$ cat config.mk
export PLATFORM = sky130hd
export DESIGN_NAME = tmr8_pair
export DESIGN_NICKNAME = d
export VERILOG_FILES = /design/src/rtl/tmr8_pkg.sv /design/src/rtl/tmr8_prescale.sv /design/src/rtl/tmr8_edge_det.sv /design/src/rtl/tmr8_chan.sv /design/src/rtl/tmr8_pair.sv
export SDC_FILE = /design/constraint.sdc
export NUM_CORES = 1
export LEC_CHECK = 0
export ABC_CLOCK_PERIOD_IN_PS = 3520
export CORE_MARGIN = 2
export CORE_UTILIZATION = 35
export DETAILED_ROUTE_END_ITERATION = 8
export DONT_BUFFER_PORTS = 1
export GPL_ROUTABILITY_DRIVEN = 1
export HOLD_SLACK_MARGIN = 0.15
export MAX_ROUTING_LAYER = met4
export PLACE_DENSITY = 0.52
export SETUP_SLACK_MARGIN = 0.4
export SYNTH_ARGS = -nofsm -noshare
export SYNTH_HDL_FRONTEND = slang
export SYNTH_HIERARCHICAL = 1
export SYNTH_SLANG_ARGS = --single-unit
$ cat constraint.sdc
create_clock -name clk -period 3.52 [get_ports clk]
set_clock_uncertainty 0.05 [all_clocks]
set_input_delay 0.528 -clock clk [delete_from_list [all_inputs] [get_ports clk]]
set_output_delay 0.528 -clock clk [all_outputs]
set_load 0.02 [all_outputs]
$ cat src/rtl/tmr8_pkg.sv
package tmr8_pkg;

  // Count source codes held in each channel's selector
  typedef enum logic [2:0] {
    SRC_OFF       = 3'd0,
    SRC_DIV_LO    = 3'd1,
    SRC_DIV_MID   = 3'd2,
    SRC_DIV_HI    = 3'd3,
    SRC_CASCADE   = 3'd4,
    SRC_EXT_RISE  = 3'd5,
    SRC_EXT_FALL  = 3'd6,
    SRC_EXT_BOTH  = 3'd7
  } clk_src_e;

  // Register index inside one channel
  typedef enum logic [2:0] {
    RI_SRC   = 3'd0,
    RI_STAT  = 3'd1,
    RI_CMPA  = 3'd2,
    RI_CMPB  = 3'd3,
    RI_COUNT = 3'd4
  } reg_idx_e;

  localparam int unsigned N_TAPS   = 3;
  localparam int unsigned BIT_CMB  = 7;
  localparam int unsigned BIT_CMA  = 6;
  localparam int unsigned BIT_OVF  = 5;
  localparam int unsigned BIT_AUX  = 4;
  localparam int unsigned OSEL_W   = 4;

  // Turns a selector code and the candidate events into one count enable
  function automatic logic pick_tick(
    input clk_src_e            src,
    input logic [N_TAPS-1:0]   taps,
    input logic                casc,
    input logic                rise,
    input logic                fall
  );
    logic t;
    case (src)
      SRC_DIV_LO:   t = taps[0];
      SRC_DIV_MID:  t = taps[1];
      SRC_DIV_HI:   t = taps[2];
      SRC_CASCADE:  t = casc;
      SRC_EXT_RISE: t = rise;
      SRC_EXT_FALL: t = fall;
      SRC_EXT_BOTH: t = rise | fall;
      default:      t = 1'b0;
    endcase
    return t;
  endfunction

endpackage

$ cat src/rtl/tmr8_prescale.sv
module tmr8_prescale
  import tmr8_pkg::*;
#(
  parameter int unsigned PRE_W = 13,
  parameter int unsigned TAP_POS [N_TAPS] = '{2, 5, 12}
) (
  input  logic              clk,
  input  logic              rst_n,
  output logic [N_TAPS-1:0] tick
);

  logic [PRE_W-1:0]  pre_q;
  logic [N_TAPS-1:0] tap_prev_q;

  always_ff @(posedge clk) begin
    if (!rst_n) pre_q <= '0;
    else        pre_q <= pre_q + 1'b1;
  end

  for (genvar g = 0; g < N_TAPS; g++) begin : g_tap
    always_ff @(posedge clk) begin
      if (!rst_n) tap_prev_q[g] <= 1'b0;
      else        tap_prev_q[g] <= pre_q[TAP_POS[g]];
    end

    // one pulse per 1 -> 0 transition of the chosen prescaler bit
    assign tick[g] = tap_prev_q[g] & ~pre_q[TAP_POS[g]];

    p_tick_gap_r3: assert property (@(posedge clk) disable iff (!rst_n)
      tick[g] |=> !tick[g]);
  end

endmodule

$ cat src/rtl/tmr8_edge_det.sv
module tmr8_edge_det #(
  parameter int unsigned SYNC_N = 2
) (
  input  logic clk,
  input  logic rst_n,
  input  logic pin,
  output logic rise,
  output logic fall
);

  logic [SYNC_N-1:0] sync_q;
  logic              last_q;

  always_ff @(posedge clk) begin
    if (!rst_n) begin
      sync_q <= '0;
      last_q <= 1'b0;
    end else begin
      sync_q <= {sync_q[SYNC_N-2:0], pin};
      last_q <= sync_q[SYNC_N-1];
    end
  end

  assign rise = sync_q[SYNC_N-1] & ~last_q;
  assign fall = ~sync_q[SYNC_N-1] & last_q;

  p_rise_gap_r6: assert property (@(posedge clk) disable iff (!rst_n)
    rise |=> !rise);
  p_fall_gap_r6: assert property (@(posedge clk) disable iff (!rst_n)
    fall |=> !fall);

endmodule

$ cat src/rtl/tmr8_chan.sv
module tmr8_chan
  import tmr8_pkg::*;
#(
  parameter int unsigned CNT_W    = 8,
  parameter bit          HAS_AUX  = 1'b1
) (
  input  logic             clk,
  input  logic             rst_n,
  input  logic             tick_en,
  input  logic             wr_en,
  input  logic [2:0]       idx,
  input  logic [CNT_W-1:0] wr_data,
  output logic [CNT_W-1:0] rd_data,
  output clk_src_e         src,
  output logic             wrap_evt,
  output logic             cma_evt
);

  localparam logic [CNT_W-1:0] CNT_TOP  = '1;
  localparam logic [CNT_W-1:0] CMP_INIT = '1;

  clk_src_e            src_q;
  logic [CNT_W-1:0]    cnt_q, cmpa_q, cmpb_q;
  logic                fcmb_q, fcma_q, fovf_q, aux_q;
  logic [OSEL_W-1:0]   osel_q;
  logic                eqa_q, eqb_q;
  logic                eqa, eqb, cmb_evt;
  logic                cnt_wr, stat_wr;
  logic [7:0]          stat_rd;

  assign cnt_wr  = wr_en && (idx == RI_COUNT);
  assign stat_wr = wr_en && (idx == RI_STAT);

  // counter: a bus write wins over a count enable
  assign wrap_evt = tick_en && !cnt_wr && (cnt_q == CNT_TOP);

  always_ff @(posedge clk) begin
    if (!rst_n)       cnt_q <= '0;
    else if (cnt_wr)  cnt_q <= wr_data;
    else if (tick_en) cnt_q <= cnt_q + 1'b1;
  end

  // configuration and compare registers
  always_ff @(posedge clk) begin
    if (!rst_n) begin
      src_q  <= SRC_OFF;
      cmpa_q <= CMP_INIT;
      cmpb_q <= CMP_INIT;
      osel_q <= '0;
    end else if (wr_en) begin
      case (idx)
        RI_SRC:  src_q  <= clk_src_e'(wr_data[2:0]);
        RI_CMPA: cmpa_q <= wr_data;
        RI_CMPB: cmpb_q <= wr_data;
        RI_STAT: osel_q <= wr_data[OSEL_W-1:0];
        default: ;
      endcase
    end
  end

  // compare events fire when equality begins
  assign eqa     = (cnt_q == cmpa_q);
  assign eqb     = (cnt_q == cmpb_q);
  assign cma_evt = eqa & ~eqa_q;
  assign cmb_evt = eqb & ~eqb_q;

  always_ff @(posedge clk) begin
    if (!rst_n) begin
      eqa_q <= 1'b0;
      eqb_q <= 1'b0;
    end else begin
      eqa_q <= eqa;
      eqb_q <= eqb;
    end
  end

  // flags: hardware set dominates a software zero-write
  always_ff @(posedge clk) begin
    if (!rst_n) begin
      fcmb_q <= 1'b0;
      fcma_q <= 1'b0;
      fovf_q <= 1'b0;
    end else begin
      fcmb_q <= cmb_evt  | (fcmb_q & ~(stat_wr & ~wr_data[BIT_CMB]));
      fcma_q <= cma_evt  | (fcma_q & ~(stat_wr & ~wr_data[BIT_CMA]));
      fovf_q <= wrap_evt | (fovf_q & ~(stat_wr & ~wr_data[BIT_OVF]));
    end
  end

  if (HAS_AUX) begin : g_aux_rw
    always_ff @(posedge clk) begin
      if (!rst_n)       aux_q <= 1'b0;
      else if (stat_wr) aux_q <= wr_data[BIT_AUX];
    end
  end else begin : g_aux_fixed
    assign aux_q = 1'b1;
  end

  assign stat_rd = {fcmb_q, fcma_q, fovf_q, aux_q, osel_q};

  always_comb begin
    case (idx)
      RI_SRC:   rd_data = CNT_W'(src_q);
      RI_STAT:  rd_data = CNT_W'(stat_rd);
      RI_CMPA:  rd_data = cmpa_q;
      RI_CMPB:  rd_data = cmpb_q;
      RI_COUNT: rd_data = cnt_q;
      default:  rd_data = '0;
    endcase
  end

  assign src = src_q;

  p_off_hold_r2: assert property (@(posedge clk) disable iff (!rst_n)
    (src_q == SRC_OFF && !cnt_wr) |=> $stable(cnt_q));
  p_idle_hold_r3: assert property (@(posedge clk) disable iff (!rst_n)
    (!tick_en && !cnt_wr) |=> $stable(cnt_q));
  p_ovf_flag_r7: assert property (@(posedge clk) disable iff (!rst_n)
    wrap_evt |=> (fovf_q && cnt_q == '0));
  p_cmpa_flag_r8: assert property (@(posedge clk) disable iff (!rst_n)
    cma_evt |=> fcma_q);
  p_clear_r9: assert property (@(posedge clk) disable iff (!rst_n)
    (stat_wr && !wr_data[BIT_OVF] && !wrap_evt) |=> !fovf_q);
  p_one_keep_r9: assert property (@(posedge clk) disable iff (!rst_n)
    (fovf_q && !(stat_wr && !wr_data[BIT_OVF])) |=> fovf_q);

endmodule

$ cat src/rtl/tmr8_pair.sv
module tmr8_pair
  import tmr8_pkg::*;
#(
  parameter int unsigned CNT_W  = 8,
  parameter int unsigned PRE_W  = 13,
  parameter int unsigned SYNC_N = 2
) (
  input  logic             clk,
  input  logic             rst_n,
  input  logic             bus_wr,
  input  logic [3:0]       bus_addr,
  input  logic [CNT_W-1:0] bus_wdata,
  output logic [CNT_W-1:0] bus_rdata,
  input  logic             ext_in0,
  input  logic             ext_in1
);

  logic [N_TAPS-1:0] taps;
  logic              rise0, fall0, rise1, fall1;
  logic              en0, en1, wr0, wr1;
  logic              wrap0, wrap1, cma0, cma1;
  logic              casc_ok;
  clk_src_e          src0, src1;
  logic [CNT_W-1:0]  rd0, rd1;

  tmr8_prescale #(.PRE_W(PRE_W)) u_pre (
    .clk(clk), .rst_n(rst_n), .tick(taps)
  );

  tmr8_edge_det #(.SYNC_N(SYNC_N)) u_edge0 (
    .clk(clk), .rst_n(rst_n), .pin(ext_in0), .rise(rise0), .fall(fall0)
  );
  tmr8_edge_det #(.SYNC_N(SYNC_N)) u_edge1 (
    .clk(clk), .rst_n(rst_n), .pin(ext_in1), .rise(rise1), .fall(fall1)
  );

  // mutual cascade would need each channel to feed the other: block both
  assign casc_ok = !(src0 == SRC_CASCADE && src1 == SRC_CASCADE);
  assign en0 = pick_tick(src0, taps, wrap1 & casc_ok, rise0, fall0);
  assign en1 = pick_tick(src1, taps, cma0 & casc_ok, rise1, fall1);

  assign wr0 = bus_wr && !bus_addr[3];
  assign wr1 = bus_wr &&  bus_addr[3];

  tmr8_chan #(.CNT_W(CNT_W), .HAS_AUX(1'b1)) u_ch0 (
    .clk(clk), .rst_n(rst_n), .tick_en(en0), .wr_en(wr0),
    .idx(bus_addr[2:0]), .wr_data(bus_wdata), .rd_data(rd0),
    .src(src0), .wrap_evt(wrap0), .cma_evt(cma0)
  );
  tmr8_chan #(.CNT_W(CNT_W), .HAS_AUX(1'b0)) u_ch1 (
    .clk(clk), .rst_n(rst_n), .tick_en(en1), .wr_en(wr1),
    .idx(bus_addr[2:0]), .wr_data(bus_wdata), .rd_data(rd1),
    .src(src1), .wrap_evt(wrap1), .cma_evt(cma1)
  );

  assign bus_rdata = bus_addr[3] ? rd1 : rd0;

  p_mutual_block_r5: assert property (@(posedge clk) disable iff (!rst_n)
    (src0 == SRC_CASCADE && src1 == SRC_CASCADE) |-> (!en0 && !en1));
  p_casc_fwd_r4: assert property (@(posedge clk) disable iff (!rst_n)
    (src1 == SRC_CASCADE && src0 != SRC_CASCADE && cma0) |-> en1);
  p_casc_back_r4: assert property (@(posedge clk) disable iff (!rst_n)
    (src0 == SRC_CASCADE && src1 != SRC_CASCADE && wrap1) |-> en0);
  p_no_cross_r2: assert property (@(posedge clk) disable iff (!rst_n)
    (src0 == SRC_OFF) |-> !en0);

endmodule

==> flow_summary.ini <==
[critical_path]
crit_chain = xor2_1 -> nor4_2 -> nand2_1 -> nor2_2 -> a21boi_2 -> a22o_1 -> and4_4 -> and4_4 -> nand3_1 -> o22ai_2 -> and4_4 -> nor3b_2 -> xnor2_1 -> a21oi_1
rrSetupSlack_ps = 520
crit_cells = 14
end_kind = flop
reg2reg_depth = 14
required_ps = 3690
reg2reg_from = u_ch0/cnt_q[6]
cp_num_buf_inv = 0
cp_common_cell = and4_4
slowest_delay_ps = 360
worstPathMaxFanout = 5
r2r_end = u_ch0/cnt_q[7]
crit_slowest_cell = dfxtp_4
crit_path_start_kind = flop
worstSetupPathType = flop to flop
cp_top_family = simple AND/OR/NAND/NOR gates
cp.arrival_ps = 3180

[placed_design]
io_buffers = 0
post-place-ws_ps = 174
placed_area_sq_um = 4970
dp_hpwl_um = 9260
gp_congestion = 0.931

[layout]
antennaDiodeCount = 0
multi_input_area_sq_um = 2790
seqCellArea_sq_um = 1910
drive_gt1_frac = 0.132
nNetsFinal = 569
layout_common_cells = 91 x dfxtp_1, 73 x nand2_1, 43 x nand3_1, 39 x nor2_1, 39 x xor2_1
area_growth_pct = 9.43
layout_commonest_cell = dfxtp_1
post-route-cell-area_sq_um = 5340
fillCellCount = 1444

[timing]
max_slew_margin = 0.529
clock.fmax_ghz = 0.333
fin_tns_setup_ps = 0
finalHoldViolCount = 0
final_max_slew_viol_count = 0
finalCriticalPeriod_ps = 3000
setup_violations = 0
holdWs_ps = 243
timing.final.ws_setup_ps = 518
worst_pin_slew_ps = 705
rsz0062_at_grt = true
finalCritPeriodShare = 0.853

[routing]
routedWlPerCell_um = 18.8
met2_wirelength_um = 6370
topRoutingLayerUsed = met4
dr_wl_met3_um = 729
routed_via_density = 5.50
drt_iter0_markers = 349
m1WireLength_um = 6330
ant_nets = 0
dr.pass1.iters = 4
drc = 0
route.vias.total = 4038
postRouteWirelength_um = 13800

[status]
status = completed

[clock_network]
cts_buffers = 9
cts_tree = done
cts_buffer_depth = 2
cts_hold_buf = 0
clock_sinks = 95
clkTransAtPathRegs_ps = 70
cts-root-buf = clkbuf_16
cts.htree.levels = 3
clk_latency_ps = 350

[logic_synthesis]
yosys_warnings = 6
syn_inst = 562
syn_nets = 582
avgSynthCellArea_sq_um = 8.68
syn_area_sq_um = 4880

[pwr]
p_leak_uw = 0.00205
p_comb_frac = 0.064
switchingPower_uw = 530
intPower_uw = 1670
max-vdd-ir-drop_mv = 0.244
powerDensity_nw_per_um2 = 412
pwr-share-seq = 0.508
power_uw = 2200
switching_share = 0.241
p_clk_frac = 0.428

[hold_path]
whs_endpoint = u_ch0/cmpa_q[2]
hold_path.startpoint = rst_n
hold_path.class = primary input to flop
hold-path-cell-count = 1

[floorplanning]
core_sq_um = 13800
chipHeight_um = 122
die_w_um = 122
start_util = 0.354
rows = 43
top_level_ports = 25
die_area_sq_um = 14900

[global_routing]
grt_pass1_wl_um = 22000
grt_max_degree = 59
grtUsageTotal = 0.201
grt_pass1_vias = 3903
overflow = 0
antenna_found_initial = 0

[run]
cap_violations = 0
final cells by class:
type / instances / share of cell area
Multi-Input combinational cell: 420 / 0.522
Inverter: 11 / 0.00773
Clock inverter: 5 / 0.00609
Clock buffer: 11 / 0.0473
Tap cell: 180 / 0.0422
Sequential cell: 95 / 0.357
Timing Repair Buffer: 12 / 0.0169
state kept, by name, summed over array words and instances, names as in the netlist, 2 cells and up:
register          flops
u_ch0/cmpa_q          8
u_ch0/cmpb_q          8
u_ch0/src             3
u_ch1/cnt_q           8
u_ch1/osel_q          4
u_pre/tap_prev_q      3
u_edge1/sync_q        2
u_ch1/cmpa_q          8
u_pre/pre_q          13
u_ch1/src             3
u_edge0/sync_q        2
u_ch0/osel_q          4
u_ch0/cnt_q           8
u_ch1/cmpb_q          8
per-stage QoR:
step / cells / utilization
after floorplan: 562 / -
after global placement: 711 / 0.361
after detailed placement: 711 / 0.361
after CTS: 728 / 0.384
after global routing: 734 / 0.388
final: 734 / 0.388
what timing repair did:
action	in CTS	in global routing
resized for setup	6	6
pin swaps	3	7
setup buffers	1	6
endpoints found under the setup margin	9	7
worst max-delay path by stage:
stage	start	end
finish	u_ch0/cnt_q[6]	u_ch0/cnt_q[7]
floorplan	u_ch0/cnt_q[3]	u_ch0/cnt_q[7]
global placement	u_ch0/cnt_q[6]	u_ch0/cnt_q[7]
CTS	u_ch0/cmpa_q[7]	u_ch0/cnt_q[7]
detailed placement	u_ch0/cnt_q[6]	u_ch0/cnt_q[7]
global route	u_ch0/cnt_q[6]	u_ch0/cnt_q[7]
layer usage:
layer | GRT usage | vias up
li1 | - | 1950
met4 | 0.0747 | 0
met3 | 0.0426 | 28
met1 | 0.259 | 1959
met2 | 0.309 | 101
met5 | - | -
worst register-to-register path, delay by kind of cell (launching register included):
kind	cells	cell delay [ps]
AOI/OAI and AO/OA	4	610
xor gates and xnor gates	2	290
DFF	1	360
and+or+nand+nor	8	1570
power groups by stage:
stage	Combinational (uW)	Clock, uW	Sequential, uW
after global placement	135	0	1140
final	140	943	1120
after detailed placement	136	0	1140
after floorplan	138	0	1130
after CTS	138	967	1120
after global routing	153	1010	1120
Note: power is estimated with default switching activity, not from simulation.
